[config.mk]
export PLATFORM = sky130hd
export DESIGN_NAME = half_to_single_widen
export DESIGN_NICKNAME = d
export VERILOG_FILES = /design/src/rtl/half_to_single_widen.sv
export SDC_FILE = /design/constraint.sdc
export NUM_CORES = 1
export LEC_CHECK = 0
export ABC_CLOCK_PERIOD_IN_PS = 8100
export BUFFER_PORTS_ARGS = -buffer_cell sky130_fd_sc_hd__buf_2
export CAP_MARGIN = 20
export CORE_MARGIN = 2
export CORE_UTILIZATION = 45
export CTS_BUF_LIST = sky130_fd_sc_hd__clkbuf_4 sky130_fd_sc_hd__clkbuf_8
export DETAILED_ROUTE_END_ITERATION = 6
export PLACE_DENSITY_LB_ADDON = 0.05
export RECOVER_POWER = 100
export SYNTH_ARGS = -nofsm -noshare
export SYNTH_HDL_FRONTEND = slang
export SYNTH_SLANG_ARGS = --single-unit
[constraint.sdc]
create_clock -name clk -period 8.1 [get_ports clk]
set_clock_uncertainty 0.1 [all_clocks]
set_input_delay 0.405 -clock clk [delete_from_list [all_inputs] [get_ports clk]]
set_output_delay 0.405 -clock clk [all_outputs]
set_load 0.03 [all_outputs]
[src/rtl/half_to_single_widen.sv]
module half_to_single_widen #(
  parameter int HALF_EXP_W = 5,
  parameter int HALF_FRAC_W = 10,
  parameter int SGL_EXP_W = 8,
  parameter int SGL_FRAC_W = 23
) (
  input  logic        clk,
  input  logic        rst_n,
  input  logic        in_valid,
  input  logic        alt_mode,
  input  logic [15:0] half_in,
  output logic        out_valid,
  output logic [31:0] single_out,
  output logic        invalid_flag
);

  localparam int HALF_W = 1 + HALF_EXP_W + HALF_FRAC_W;
  localparam int SGL_W = 1 + SGL_EXP_W + SGL_FRAC_W;
  localparam int HALF_BIAS = (1 << (HALF_EXP_W - 1)) - 1;
  localparam int SGL_BIAS = (1 << (SGL_EXP_W - 1)) - 1;
  localparam int REBIAS = SGL_BIAS - HALF_BIAS;
  localparam int PAD_W = SGL_FRAC_W - HALF_FRAC_W;
  localparam int LZ_W = $clog2(HALF_FRAC_W);

  function automatic logic [LZ_W-1:0] lead_zeros(input logic [HALF_FRAC_W-1:0] f);
    logic [LZ_W-1:0] n;
    logic seen;
    n = '0;
    seen = 1'b0;
    for (int i = HALF_FRAC_W - 1; i >= 0; i--) begin
      if (!seen && f[i]) seen = 1'b1;
      else if (!seen) n = n + 1'b1;
    end
    return n;
  endfunction

  logic                   sgn;
  logic [HALF_EXP_W-1:0]  hexp;
  logic [HALF_FRAC_W-1:0] hfrac;
  logic                   exp_top, exp_zero, frac_nz, special, snan;
  logic [LZ_W-1:0]        lz;
  logic [HALF_FRAC_W-1:0] lifted, sub_frac;
  logic [SGL_EXP_W-1:0]   wexp;
  logic [HALF_FRAC_W-1:0] wfrac;
  logic [SGL_W-1:0]       wide;

  assign sgn      = half_in[HALF_W-1];
  assign hexp     = half_in[HALF_W-2 -: HALF_EXP_W];
  assign hfrac    = half_in[HALF_FRAC_W-1:0];
  assign exp_top  = &hexp;
  assign exp_zero = ~|hexp;
  assign frac_nz  = |hfrac;
  assign special  = exp_top & ~alt_mode;
  assign snan     = special & frac_nz & ~hfrac[HALF_FRAC_W-1];

  assign lz       = lead_zeros(hfrac);
  assign lifted   = hfrac << lz;
  assign sub_frac = {lifted[HALF_FRAC_W-2:0], 1'b0};

  always_comb begin
    if (special) begin
      wexp  = '1;
      wfrac = hfrac | (frac_nz ? {1'b1, {(HALF_FRAC_W-1){1'b0}}} : '0);
    end else if (exp_zero && !frac_nz) begin
      wexp  = '0;
      wfrac = '0;
    end else if (exp_zero) begin
      wexp  = SGL_EXP_W'(REBIAS) - SGL_EXP_W'(lz);
      wfrac = sub_frac;
    end else begin
      wexp  = SGL_EXP_W'(hexp) + SGL_EXP_W'(REBIAS);
      wfrac = hfrac;
    end
  end

  assign wide = {sgn, wexp, wfrac, {PAD_W{1'b0}}};

  always_ff @(posedge clk) begin
    if (!rst_n) begin
      out_valid    <= 1'b0;
      single_out   <= '0;
      invalid_flag <= 1'b0;
    end else begin
      out_valid <= in_valid;
      if (in_valid) begin
        single_out   <= wide;
        invalid_flag <= snan;
      end
    end
  end

  assert_valid_follows_R1: assert property (@(posedge clk) disable iff (!rst_n)
    in_valid |=> out_valid);

  assert_idle_holds_R1: assert property (@(posedge clk) disable iff (!rst_n)
    !in_valid |=> (!out_valid && $stable(single_out) && $stable(invalid_flag)));

  assert_sign_kept_R2: assert property (@(posedge clk) disable iff (!rst_n)
    in_valid |=> single_out[31] == $past(half_in[15]));

  assert_zero_signed_R3: assert property (@(posedge clk) disable iff (!rst_n)
    (in_valid && half_in[14:0] == 15'd0) |=> single_out[30:0] == 31'd0);

  assert_flag_means_quiet_nan_R8: assert property (@(posedge clk) disable iff (!rst_n)
    invalid_flag |-> (single_out[30:23] == 8'hFF && single_out[22]));

  assert_alt_finite_R9: assert property (@(posedge clk) disable iff (!rst_n)
    (in_valid && alt_mode) |=> (!invalid_flag && single_out[30:23] != 8'hFF));

endmodule

==> summary.txt <==
Antenna-violating nets left - 0
Max Cap Viol - 0
Post-detailed-placement half-perimeter wirelength - 4100 um
Number of core rows - 24
Number of enable-type register cells in the synthesized netlist - 0
Total count of hold-check failures in the final report - 0
Relative area change from synthesis to final layout - 6.91%
Clock Sinks - 20
Count of input and output buffers - 40
Cts bufs inserted - 3
Sum of overflow across all layers after global routing - 0
Slowest stage delay, CP - 0.35 ns
First-pass GRT wire length - 8860 um
Cell with the most instances after synthesis - sky130_fd_sc_hd__nand2_1
Final cycle utilization of the critical path - 0.685
Vias - 1,963
Hold WS - 0.316 ns
Dominant cells by area after synthesis - sky130_fd_sc_hd__dfxtp_1 (20%), sky130_fd_sc_hd__mux2i_1 (7.0%), sky130_fd_sc_hd__buf_4 (5.3%)
Pin count of the biggest net entering global routing - 22
Ant diodes - 0
Final RePlAce weighted congestion - 0.949
Most used flip-flop cell after synthesis - sky130_fd_sc_hd__dfxtp_1
First-pass iteration count of the detailed router - 4
Gate family responsible for the most delay along the worst path - compound AO/OA/AOI/OAI gates
Clock latency on the worst-skew pair - 0.25 ns
Crit path buffers/inverters - 3
Routed wire length - 5340 um
WP data required - 8.17 ns
Mapped Cells - 260
Post-layout utilization of the core - 0.496
Residual DRC - 0
Critical Path End Type - flip-flop
Final Net Count - 315
Clk Tree Root Cell - sky130_fd_sc_hd__clkbuf_8
Max-slew headroom - 0.390
P_leak - 0.000906 uW
Share of final-layout standard cells stronger than drive strength 1 - 0.105
Count of final setup violators - 0
GRT Overall Usage - 0.217
TritonCTS clock tree - done
Die extent in y - 70.5 um
Worst vdd rail ir drop - 0.0000741 V
Outcome - complete, no violations
CP Class - in2reg
Async set-or-reset flop fraction in the synthesized netlist - 0
Core Box Area - 4290 um^2
PostCTS Resize Cnt - 0
Number of flip-flops and latches in the synthesized netlist - 20
Placed standard-cell area - 2130 um^2
Post-synth top area share - 0.201
Antenna violations before repair - 0
Number of top-level design ports - 54
Type of the tightest min-delay check - in2reg
Final-layout setup total negative slack - 0 ns
Clock edge transition at the registers on the reported setup and hold paths - 0.07 ns
Minimum clock period - 5.55 ns
Fin. max-slew vios - 0
Upper clock frequency limit - 180 MHz
Number of distinct library cells after synthesis - 64
Count of non-filler cells in the finished layout - 338
Average vias per placed instance - 5.81
Initial cell density of the core - 0.464
CTS H-tree lvls - 1
Count of placed standard cells including taps - 335
Most instantiated cells after synthesis - sky130_fd_sc_hd__nand2_1 (23), sky130_fd_sc_hd__dfxtp_1 (20), sky130_fd_sc_hd__a21oi_1 (18), sky130_fd_sc_hd__nor2_1 (17)
Highest-delay cell along the critical path - sky130_fd_sc_hd__clkbuf_1
Die area - 4970 um^2
Die W - 70.5 um
Hold bufs inserted after CTS - 0
Post-CTS setup buffer count - 0
Final std cell area, no fill - 2130 um^2
Synth warnings - 0
Worst path arrival time - 5.61 ns
Maximum count of clock buffers along a single path - 2
Startpoint class of the critical path - primary input
Routed wire per std cell - 15.8 um
Setup repair after global routing missed its margin - no
Post-synthesis instance area - 1990 um^2
Critical path fanouts, max - 10
Avg Synthesized Cell Area - 7.66 um^2
Slew of the pin with the lowest slew margin - 0.916 ns
CP dominant cell by count - sky130_fd_sc_hd__ha_1
Sequential cell area fraction in the yosys report - 0.201
Power density of the placed cells - 126 nW/um^2
Number of global-route vias before repair - 1,786
Most area-hungry cell type in the Yosys netlist - sky130_fd_sc_hd__dfxtp_1
Initial DRC count - 151
Worst R2R Setup Slack - 7.20 ns
sequential cells by signal, indices dropped and copies added, names as in the netlist:
| register | cells |
|---|---|
| invalid_flag | 1 |
| out_valid | 1 |
| single_out | 18 |
worst register-to-register path, stage by stage (launching register included):
cell	delay, ns
sky130_fd_sc_hd__dfxtp_1	0.31
sky130_fd_sc_hd__mux2_2	0.25
sky130_fd_sc_hd__nand2_1	0.06
sky130_fd_sc_hd__o31ai_1	0.07
path summary, 6_finish.rpt:
kind | startpoint | to | cells past startpoint
worst max-delay path | half_in[8] | single_out[22]$_SDFFE_PN0P_ | 26
worst min register to register | single_out[13]$_SDFFE_PN0P_ | single_out[13]$_SDFFE_PN0P_ | 2
worst max register to register | single_out[26]$_SDFFE_PN0P_ | single_out[26]$_SDFFE_PN0P_ | 3
worst min-delay path | half_in[15] | single_out[31]$_SDFFE_PN0P_ | 3
layout make-up:
class,instances,area [um^2]
inverter,14,52.6
sequential,20,400
clock buffer,3,41.3
tap,52,65.1
fill,464,2160
timing repair buffer,40,170
multi-input combinational,209,1400
kinds of logic after synthesis:
kind of cell / Yosys count / share of synthesized area
AOI/OAI and AO/OA: 70 / 0.234
xor gates and xnor gates: 11 / 0.0779
adders and majority gates: 7 / 0.0440
buffers and inverters: 43 / 0.112
DFF: 20 / 0.201
muxes: 17 / 0.0873
other: 1 / 0.00188
and+or+nand+nor: 91 / 0.241
routing by layer:
metal / up-vias / share of wire / wire [um] / global-route usage
li1: 965 / - / - / -
met1: 923 / 0.48 / 2580 / 0.309
met2: 71 / 0.44 / 2360 / 0.347
met3: 4 / 0.070 / 373 / 0.0470
met4: 0 / 0.0054 / 29 / 0.0335
met5: - / 0 / 0 / 0
placed cells by master, fill, tap and decap left out, types with 2 or more instances in the layout:
cell                        count
sky130_fd_sc_hd__ha_1           7
sky130_fd_sc_hd__nor4_1         4
sky130_fd_sc_hd__or3_1          2
sky130_fd_sc_hd__nor2_1        17
sky130_fd_sc_hd__conb_1        13
sky130_fd_sc_hd__buf_2         16
sky130_fd_sc_hd__inv_1         13
sky130_fd_sc_hd__a21o_1         2
sky130_fd_sc_hd__mux2i_1       14
sky130_fd_sc_hd__xnor3_1        2
sky130_fd_sc_hd__a21boi_0       3
sky130_fd_sc_hd__a211oi_1       2
sky130_fd_sc_hd__o2bb2ai_1      2
sky130_fd_sc_hd__clkbuf_8       3
sky130_fd_sc_hd__nand3_1        9
sky130_fd_sc_hd__xnor2_1        5
sky130_fd_sc_hd__nor2b_1        9
sky130_fd_sc_hd__nor3b_1        2
sky130_fd_sc_hd__nand4_1        3
sky130_fd_sc_hd__o31ai_1        3
sky130_fd_sc_hd__a22oi_1        3
sky130_fd_sc_hd__dfxtp_1       20
sky130_fd_sc_hd__nand3b_1       2
sky130_fd_sc_hd__o211ai_1       2
sky130_fd_sc_hd__nor3_1         7
sky130_fd_sc_hd__a21oi_1       18
sky130_fd_sc_hd__xor2_1         2
sky130_fd_sc_hd__clkbuf_1      24
sky130_fd_sc_hd__or4_1          2
sky130_fd_sc_hd__mux2_2         3
sky130_fd_sc_hd__a31oi_1        5
sky130_fd_sc_hd__nand2_1       23
sky130_fd_sc_hd__o21ai_0       15
sky130_fd_sc_hd__a221oi_1       3
sky130_fd_sc_hd__and2_1         2
metrics by stage:
step                      setup WS [ns]  total power [uW]
after global routing               2.09               285
after detailed placement           2.68               209
after global placement             2.73               210
final                              2.55               269
after CTS                          2.91               273
after floorplan                    3.07               191
report_power, final:
group          internal (uW)  total (uW)  leakage [uW]  switching, uW
Sequential               105         108      0.000165           2.98
Combinational           31.2        98.7      0.000719           67.5
Clock                   33.1        62.9     0.0000216           29.8
(Power assumes the default switching activity.)
